==> config.mk <==
export PLATFORM = sky130hd
export DESIGN_NAME = jtag_regacc_client
export DESIGN_NICKNAME = d
export VERILOG_FILES = /design/src/rtl/jtp_pkg.sv /design/src/rtl/jtp_pass_ctl.sv /design/src/rtl/jtp_sel_chain.sv /design/src/rtl/jtp_data_chain.sv /design/src/rtl/jtag_regacc_client.sv
export SDC_FILE = /design/constraint.sdc
export NUM_CORES = 1
export LEC_CHECK = 0
export ABC_CLOCK_PERIOD_IN_PS = 4320
export BUFFER_PORTS_ARGS = -buffer_cell sky130_fd_sc_hd__buf_2
export CAP_MARGIN = 10
export CORE_UTILIZATION = 40
export CTS_BUF_LIST = sky130_fd_sc_hd__clkbuf_2
export DETAILED_ROUTE_END_ITERATION = 8
export GPL_TIMING_DRIVEN = 0
export HOLD_SLACK_MARGIN = 0.02
export MAX_ROUTING_LAYER = met4
export PLACE_DENSITY_LB_ADDON = 0.15
export SLEW_MARGIN = 20
export SYNTH_ARGS = -nofsm -noshare
export SYNTH_HDL_FRONTEND = slang
export SYNTH_SLANG_ARGS = --single-unit
==> constraint.sdc <==
create_clock -name tck -period 4.32 [get_ports tck]
set_input_delay 0.864 -clock tck [delete_from_list [all_inputs] [get_ports tck]]
set_output_delay 0.864 -clock tck [all_outputs]
set_load 0.02 [all_outputs]
==> src/rtl/jtp_pkg.sv <==
package jtp_pkg;
  typedef enum logic {
    PASS_SEL  = 1'b0,
    PASS_DATA = 1'b1
  } pass_e;

  localparam logic DIR_READ  = 1'b0;
  localparam logic DIR_WRITE = 1'b1;
endpackage

==> src/rtl/jtp_pass_ctl.sv <==
module jtp_pass_ctl
  import jtp_pkg::*;
(
  input  logic  tck,
  input  logic  rst_n,
  input  logic  tlr,
  input  logic  update_dr,
  output pass_e pass
);
  always_ff @(posedge tck or negedge rst_n) begin
    if (!rst_n)          pass <= PASS_SEL;
    else if (tlr)        pass <= PASS_SEL;
    else if (update_dr)  pass <= (pass == PASS_SEL) ? PASS_DATA : PASS_SEL;
  end

  // each completed scan flips the expected scan kind
  p_alternate_r3: assert property (@(posedge tck) disable iff (!rst_n)
    (update_dr && !tlr) |=> (pass != $past(pass)));

  p_hold_r3: assert property (@(posedge tck) disable iff (!rst_n)
    (!update_dr && !tlr) |=> $stable(pass));
endmodule

==> src/rtl/jtp_sel_chain.sv <==
module jtp_sel_chain #(
  parameter int IDX_W = 7
) (
  input  logic             tck,
  input  logic             rst_n,
  input  logic             tlr,
  input  logic             en,
  input  logic             capture_dr,
  input  logic             shift_dr,
  input  logic             update_dr,
  input  logic             tdi,
  output logic [IDX_W-1:0] idx,
  output logic             dir,
  output logic             so
);
  localparam int SEL_W = IDX_W + 1;

  logic [SEL_W-1:0] chain;

  always_ff @(posedge tck or negedge rst_n) begin
    if (!rst_n) begin
      chain <= '0;
      idx   <= '0;
      dir   <= 1'b0;
    end else if (tlr) begin
      chain <= '0;
      idx   <= '0;
      dir   <= 1'b0;
    end else if (en) begin
      if (capture_dr)
        chain <= {dir, idx};
      else if (shift_dr)
        chain <= {tdi, chain[SEL_W-1:1]};
      else if (update_dr) begin
        idx <= chain[IDX_W-1:0];
        dir <= chain[SEL_W-1];
      end
    end
  end

  assign so = chain[0];

  // the selection only changes at update-DR of a selection scan
  p_sel_hold_r1: assert property (@(posedge tck) disable iff (!rst_n)
    !(en && update_dr) && !tlr |=> ($stable(idx) && $stable(dir)));
endmodule

==> src/rtl/jtp_data_chain.sv <==
module jtp_data_chain #(
  parameter int IDX_W    = 7,
  parameter int DATA_W   = 32,
  parameter int NUM_REGS = 100
) (
  input  logic              tck,
  input  logic              rst_n,
  input  logic              tlr,
  input  logic              en,
  input  logic              dir,
  input  logic [IDX_W-1:0]  idx,
  input  logic              capture_dr,
  input  logic              shift_dr,
  input  logic              update_dr,
  input  logic              tdi,
  input  logic [DATA_W-1:0] rd_data,
  output logic              rd_en,
  output logic              wr_en,
  output logic [DATA_W-1:0] wr_data,
  output logic              so
);
  import jtp_pkg::*;

  localparam logic [31:0] NREG = 32'(NUM_REGS);

  logic [DATA_W-1:0] chain;
  logic              mapped;

  assign mapped = (32'(idx) < NREG);

  always_ff @(posedge tck or negedge rst_n) begin
    if (!rst_n)
      chain <= '0;
    else if (tlr)
      chain <= '0;
    else if (en) begin
      if (capture_dr)
        chain <= (dir == DIR_READ && mapped) ? rd_data : '0;
      else if (shift_dr)
        chain <= {tdi, chain[DATA_W-1:1]};
    end
  end

  assign rd_en   = en && !tlr && capture_dr && (dir == DIR_READ) && mapped;
  assign wr_en   = en && !tlr && update_dr && (dir == DIR_WRITE) && mapped;
  assign wr_data = chain;
  assign so      = chain[0];

  // a read capture with a mapped index presents the register value
  p_capture_value_r4: assert property (@(posedge tck) disable iff (!rst_n)
    rd_en |=> (chain == $past(rd_data)));
endmodule

==> src/rtl/jtag_regacc_client.sv <==
module jtag_regacc_client #(
  parameter int IDX_W    = 7,
  parameter int DATA_W   = 32,
  parameter int NUM_REGS = 100
) (
  input  logic              tck,
  input  logic              rst_n,
  input  logic              tap_tlr,
  input  logic              tap_capture_dr,
  input  logic              tap_shift_dr,
  input  logic              tap_update_dr,
  input  logic              tdi,
  output logic              tdo,
  output logic [IDX_W-1:0]  rf_addr,
  output logic              rf_rd_en,
  input  logic [DATA_W-1:0] rf_rd_data,
  output logic              rf_wr_en,
  output logic [DATA_W-1:0] rf_wr_data
);
  import jtp_pkg::*;

  pass_e            pass;
  logic [IDX_W-1:0] sel_idx;
  logic             sel_dir;
  logic             sel_so;
  logic             data_so;
  logic             sel_en;
  logic             data_en;

  assign sel_en  = (pass == PASS_SEL);
  assign data_en = (pass == PASS_DATA);

  jtp_pass_ctl u_pass (
    .tck       (tck),
    .rst_n     (rst_n),
    .tlr       (tap_tlr),
    .update_dr (tap_update_dr),
    .pass      (pass)
  );

  jtp_sel_chain #(.IDX_W(IDX_W)) u_sel (
    .tck        (tck),
    .rst_n      (rst_n),
    .tlr        (tap_tlr),
    .en         (sel_en),
    .capture_dr (tap_capture_dr),
    .shift_dr   (tap_shift_dr),
    .update_dr  (tap_update_dr),
    .tdi        (tdi),
    .idx        (sel_idx),
    .dir        (sel_dir),
    .so         (sel_so)
  );

  jtp_data_chain #(
    .IDX_W    (IDX_W),
    .DATA_W   (DATA_W),
    .NUM_REGS (NUM_REGS)
  ) u_data (
    .tck        (tck),
    .rst_n      (rst_n),
    .tlr        (tap_tlr),
    .en         (data_en),
    .dir        (sel_dir),
    .idx        (sel_idx),
    .capture_dr (tap_capture_dr),
    .shift_dr   (tap_shift_dr),
    .update_dr  (tap_update_dr),
    .tdi        (tdi),
    .rd_data    (rf_rd_data),
    .rd_en      (rf_rd_en),
    .wr_en      (rf_wr_en),
    .wr_data    (rf_wr_data),
    .so         (data_so)
  );

  assign rf_addr = sel_idx;
  assign tdo     = sel_en ? sel_so : data_so;

  // Input rule: the TAP strobes come from one decoded state
  p_strobe_onehot_r8: assert property (@(posedge tck) disable iff (!rst_n)
    $onehot0({tap_capture_dr, tap_shift_dr, tap_update_dr}));

  // a write strobe belongs to update-DR of a write data scan
  p_wr_in_data_r5: assert property (@(posedge tck) disable iff (!rst_n)
    rf_wr_en |-> (pass == PASS_DATA && tap_update_dr && sel_dir == DIR_WRITE));

  // never both strobes, never a strobe in a selection scan
  p_strobe_excl_r8: assert property (@(posedge tck) disable iff (!rst_n)
    !(rf_rd_en && rf_wr_en) && !(sel_en && (rf_rd_en || rf_wr_en)));

  // unmapped indices never reach the register file
  p_unmapped_quiet_r6: assert property (@(posedge tck) disable iff (!rst_n)
    (rf_rd_en || rf_wr_en) |-> (32'(rf_addr) < 32'(NUM_REGS)));

  // test-logic-reset returns to selection with index 0
  p_tlr_clear_r7: assert property (@(posedge tck) disable iff (!rst_n)
    tap_tlr |=> (pass == PASS_SEL && rf_addr == '0 && !sel_dir));
endmodule

Yosys cells after proc, flatten, opt, wreduce, memory -nomap -nowiden. Index checks and enable logic that the tools add are counted.

Flip-flop bits (word level): 49. Input port bits: 39. Output and inout port bits: 42. Logic and storage cells: 48.

Order comparisons: 1. Equality and inequality tests: 3. Mux-type cells: 23. Bitwise gates (word level): 1. Reduce and logical (&&, ||, !) cells: 15.

Operators by type and width (number): $mux W32 (5); $mux W7 (5); $mux W8 (4); $mux W1 (9); $logic_and A1 B1 Y1 (8); $lt A7 B7 Y1 const B (1); $ne A2 B2 Y1 const B (3); $reduce_and A2 Y1 (2); $reduce_and A4 Y1 (1); $reduce_bool A2 Y1 (2); $reduce_bool A3 Y1 (1); $logic_not A1 Y1 (1); $not A1 Y1 (1).

Depth between registers and ports, before layout.
Depth after elaboration: 6. Depth in mapped cells: 6. Depth with buffers taken out: 4.

Cells and area by module. Synthesis repeated with hierarchy kept, for this count alone.

Cell total of the unflattened synthesis: 269. Area total of the unflattened synthesis: 2682.6 um^2.

Modules (own cells, without submodules): jtp_data_chain (instances 1, cells an instance 201, area an instance 1880.6 um^2, seq. area each 800.8 um^2); jtp_sel_chain (instances 1, cells an instance 63, area an instance 745.7 um^2, seq. area each 400.4 um^2); jtp_pass_ctl (instances 1, cells an instance 3, area an instance 37.5 um^2, seq. area each 25.0 um^2); jtag_regacc_client (instances 1, cells an instance 2, area an instance 18.8 um^2, seq. area each 0.0 um^2).

Least setup slack after synthesis. OpenSTA, ideal clock, no wires.

Path kind: in2out. From: in tap_capture_dr. To: out rf_rd_en. Data arrival time: 1.811 ns. Path slack: 1.645 ns. Cell stages on the path: 4. Buffers on the path: 2. Cell sequence: clkbuf_1 nor4b_4 buf_6 and2_1.

Cells in the longest elaborated chain, start to end: 3.

Ends and longest elaborated chain: from (decl) (line jtag_regacc_client.sv:9) `input logic tap_capture_dr,`; $logic_and A1 B1 Y1 (3 in series) (line jtp_data_chain.sv:44) `assign rd_en = en && !tlr && capture_dr && (dir == DIR_READ) && mapped;`; to (decl) (line jtag_regacc_client.sv:15) `output logic rf_rd_en,`.

Every way passes these cells.

Worst setup path in the final report.
From: reg u_sel.idx[3]. To: out rf_rd_en.

Cells in the longest elaborated chain, start to end: 2.

Ends and longest elaborated chain: from (decl) (line jtp_sel_chain.sv:12) `output logic [IDX_W-1:0] idx,`; from (signal assigned) (line jtp_sel_chain.sv:35) `idx <= chain[IDX_W-1:0];`; $lt A7 B7 Y1 (line jtp_data_chain.sv:29) `assign mapped = (32'(idx) < NREG);`; $logic_and A1 B1 Y1 (line jtp_data_chain.sv:44).

Every way passes these cells.

==> results_tabular.tex <==
\begin{tabular}{lr}
\hline
Metric & Value \\
\hline
\multicolumn{2}{l}{\textbf{Timing}} \\
\quad Setup repair after global routing missed its margin & false \\
\quad Final setup skew & 0.0149 ns \\
\quad Maximum clock frequency & 320 MHz \\
\quad Setup TNS & 0 ns \\
\quad Hold violation total from the final report & 0 \\
\quad Final critical path time including I/O delays and setup & 3.12 ns \\
\quad Final setup violation count & 0 \\
\quad Max-slew headroom at the worst pin & 0.464 \\
\quad Transition time at the pin with the least slew margin & 0.800 ns \\
\quad Period utilisation layout & 0.723 \\
\quad Pins Over Slew Limit & 0 \\
\multicolumn{2}{l}{\textbf{Clock network}} \\
\quad Clk\_lat worst skew & 0.43 ns \\
\quad Number of clock sinks seen by CTS & 49 \\
\quad TritonCTS Buffers & 5 \\
\quad Clock slew seen by the registers of the worst setup and hold paths & 0.25 ns \\
\quad Clock root buffer & sky130\_fd\_sc\_hd\_\_clkbuf\_2 \\
\quad TritonCTS clock tree & yes \\
\quad \# resized after CTS & 0 \\
\quad Maximum root-to-sink buffer count & 2 \\
\quad H-tree depth & 2 \\
\quad CTS hold repair buffers & 0 \\
\quad Buffers inserted during post-CTS setup optimization & 0 \\
\multicolumn{2}{l}{\textbf{Detailed routing}} \\
\quad Drt via density & 5.34 \\
\quad Routed wire length & 6380 µm \\
\quad DR vias & 2221 \\
\quad Total DRC errors in the routed layout & 0 \\
\quad Remaining antenna violation count after routing & 0 \\
\quad Router iterations before antenna repair & 4 \\
\quad Routed wire length per instance & 15.3 µm \\
\quad Violation count after the first detailed-routing iteration & 91 \\
\multicolumn{2}{l}{\textbf{Finish}} \\
\quad Diodes inserted & 0 \\
\quad Final instance area & 3160 µm² \\
\quad Sequential standard cell area & 1230 µm² \\
\quad Most common cell after layout, fill and taps aside & sky130\_fd\_sc\_hd\_\_buf\_2 \\
\quad Fill count & 643 \\
\quad Area of combinational cells with multiple inputs & 1240 µm² \\
\quad Share of cells above drive strength 1 & 0.289 \\
\quad Net count, final & 378 \\
\quad Layout overhead on the synthesized area & 21.3\% \\
\quad Commonest cells after routing, fill and taps aside & sky130\_fd\_sc\_hd\_\_buf\_2, sky130\_fd\_sc\_hd\_\_dfrtp\_1, sky130\_fd\_sc\_hd\_\_a22o\_1 \\
\multicolumn{2}{l}{\textbf{Synthesis}} \\
\quad Register area share after synthesis & 0.471 \\
\quad Synthesized instance count & 253 \\
\quad Number of synthesized register bits & 49 \\
\quad Post-Synthesis Mean Instance Area & 10.3 µm² \\
\quad Count of synthesis-stage warnings from yosys & 0 \\
\quad Distinct cells, synth & 27 \\
\quad Mapped Area & 2600 µm² \\
\quad Synthesized Nets & 292 \\
\multicolumn{2}{l}{\textbf{Setup path}} \\
\quad Critical path's slowest cell & sky130\_fd\_sc\_hd\_\_dfrtp\_1 \\
\quad Setup crit start kind & flip-flop \\
\quad Critical path data required time & 3.46 ns \\
\quad Logic depth of the worst register-to-register path & 5 \\
\quad Max incr delay on CP & 0.49 ns \\
\quad Data arrival time at the worst-slack endpoint & 2.26 ns \\
\quad Cell-by-cell trace of the critical path & o311a\_4 -> nor4b\_4 -> buf\_6 -> and2\_1 -> buf\_2 \\
\quad Worst reg-to-reg setup slack & 2.45 ns \\
\quad Reg-to-reg critical path startpoint & u\_sel.idx[3] \\
\quad Terminus of the critical flop-to-flop path & u\_data.wr\_data[10] \\
\quad Critical path capture point type & output port \\
\quad Crit Path Category & flip-flop to output port \\
\quad Maximum fanout count along the critical path & 10 \\
\multicolumn{2}{l}{\textbf{Floorplan}} \\
\quad Horiz. Die Dim & 82.7 µm \\
\quad Row cnt & 29 \\
\quad Initial core utilization & 0.412 \\
\quad Area of the placeable core & 6310 µm² \\
\quad IO Pins & 81 \\
\quad Die Height & 82.7 µm \\
\quad DIE AREA & 6830 µm² \\
\multicolumn{2}{l}{\textbf{Global route}} \\
\quad Largest net degree at the start of global routing & 50 \\
\quad Total Routing Usage GR & 0.209 \\
\quad Total overflow reported by the global router & 0 \\
\quad Wire length of the first global-routing pass & 10400 µm \\
\quad Vias in the first global route & 2093 \\
\quad Number of antenna violations at the first check in global routing & 0 \\
\multicolumn{2}{l}{\textbf{Outcome}} \\
\quad Status & complete, no violations \\
\multicolumn{2}{l}{\textbf{Flow run}} \\
\quad MaxCap Viol Count & 0 \\
\multicolumn{2}{l}{\textbf{Place}} \\
\quad Number of buffer cells added on primary ports & 79 \\
\quad HPWL after detailed placement & 4400 µm \\
\quad Post-Place Cell Area & 3100 µm² \\
\quad Routability congestion estimate from global placement & 0.743 \\
\multicolumn{2}{l}{\textbf{Power}} \\
\quad Maximum ir drop on the vdd rail & 0.000149 V \\
\quad Total power & 1.03 mW \\
\quad Power per cell area & 327 nW/µm² \\
\quad Leakage power of the design & 1.53 nW \\
\multicolumn{2}{l}{\textbf{Worst hold path}} \\
\quad Worst min-delay path class & input port to async pin \\
\hline
\end{tabular}
==> logic make-up (layout without fill, tap and decap cells) <==
family | after synthesis | in the layout | share of synthesized area
AO/OA/AOI/OAI | 114 | 114 | 0.321
XOR/XNOR | 1 | 1 | 0.00337
buffers and inverters | 27 | 113 | 0.0505
flip-flops | 49 | 49 | 0.471
multiplexers | 9 | 9 | 0.0351
AND/OR/NAND/NOR | 53 | 53 | 0.119
==> sequential cells by signal, summed over array words and instances (netlist names) <==
name	flops
u_sel.dir	1
u_data.wr_data	32
u_sel.chain	8
u_pass.pass	1
u_sel.idx	7
==> area by class of cell <==
type	instances	share of cell area
Clock buffer	5	0.00793
Buffer	25	0.0392
Sequential cell	49	0.388
Tap cell	77	0.0305
Multi-Input combinational cell	177	0.394
Clock inverter	2	0.0111
Timing Repair Buffer	79	0.126
Inverter	2	0.00238
==> per-layer routing <==
| layer | global-route usage | share of wire |
|---|---|---|
| met5 | - | 0 |
| met1 | 0.284 | 0.49 |
| met4 | 0.0517 | 0.010 |
| met2 | 0.318 | 0.44 |
| met3 | 0.0418 | 0.060 |
==> through the flow <==
step                hold slack, ns   util  setup slack (ns)  std cells
floorplan                    0.468      -              1.64        253
finish                       0.401  0.500              1.20        416
CTS                          0.415  0.500              1.15        416
detailed placement           0.502  0.490              1.39        409
global route                 0.431  0.500              1.04        416
global placement             0.493  0.490              1.40        409
==> critical path: cells and delay by family, from the launching register on <==
family	cells	cell delay [ns]
AND/OR/NAND/NOR	2	0.55
flip-flops	1	0.49
AO/OA/AOI/OAI	1	0.42
buffers and inverters	2	0.37
==> Yosys cell counts <==
library cell,n,share of area
sky130_fd_sc_hd__o21ai_0,32,0.062
sky130_fd_sc_hd__and2_1,1,0.0024
sky130_fd_sc_hd__o21a_1,31,0.089
sky130_fd_sc_hd__o311a_4,1,0.0082
sky130_fd_sc_hd__nand4_1,2,0.0048
sky130_fd_sc_hd__a21oi_1,1,0.0019
sky130_fd_sc_hd__clkbuf_1,18,0.026
sky130_fd_sc_hd__nor3_1,1,0.0019
sky130_fd_sc_hd__nor2_1,6,0.0087
sky130_fd_sc_hd__dfrtp_1,49,0.47
sky130_fd_sc_hd__mux2i_1,8,0.031
sky130_fd_sc_hd__a22oi_1,1,0.0029
sky130_fd_sc_hd__o31ai_1,8,0.023
sky130_fd_sc_hd__inv_1,1,0.0014
sky130_fd_sc_hd__a22o_1,36,0.12
sky130_fd_sc_hd__a22o_2,2,0.0077
sky130_fd_sc_hd__buf_2,3,0.0058
sky130_fd_sc_hd__buf_4,1,0.0029
sky130_fd_sc_hd__nor4b_4,1,0.0091
sky130_fd_sc_hd__nor2b_1,31,0.075
sky130_fd_sc_hd__buf_6,3,0.013
sky130_fd_sc_hd__xnor2_1,1,0.0034
sky130_fd_sc_hd__nand2_1,10,0.014
sky130_fd_sc_hd__a31oi_1,2,0.0048
sky130_fd_sc_hd__mux2_2,1,0.0043
sky130_fd_sc_hd__clkinv_1,1,0.0014
sky130_fd_sc_hd__and4_1,1,0.0034
==> where the power goes <==
group | internal (mW) | total [mW] | switching, mW
Clock | 0.0938 | 0.239 | 0.145
Sequential | 0.498 | 0.527 | 0.0295
Combinational | 0.110 | 0.265 | 0.155
==> worst max-delay path by stage <==
stage	cells past startpoint	slack (ns)	from	end
floorplan	4	1.64	tap_capture_dr	rf_rd_en
global placement	5	1.40	tap_capture_dr	rf_rd_en
detailed placement	5	1.39	tap_capture_dr	rf_rd_en
CTS	5	1.15	u_sel.idx[3]	rf_rd_en
global route	5	1.04	u_sel.idx[3]	rf_rd_en
finish	5	1.20	u_sel.idx[3]	rf_rd_en
Note: power is estimated with default switching activity, not from simulation.
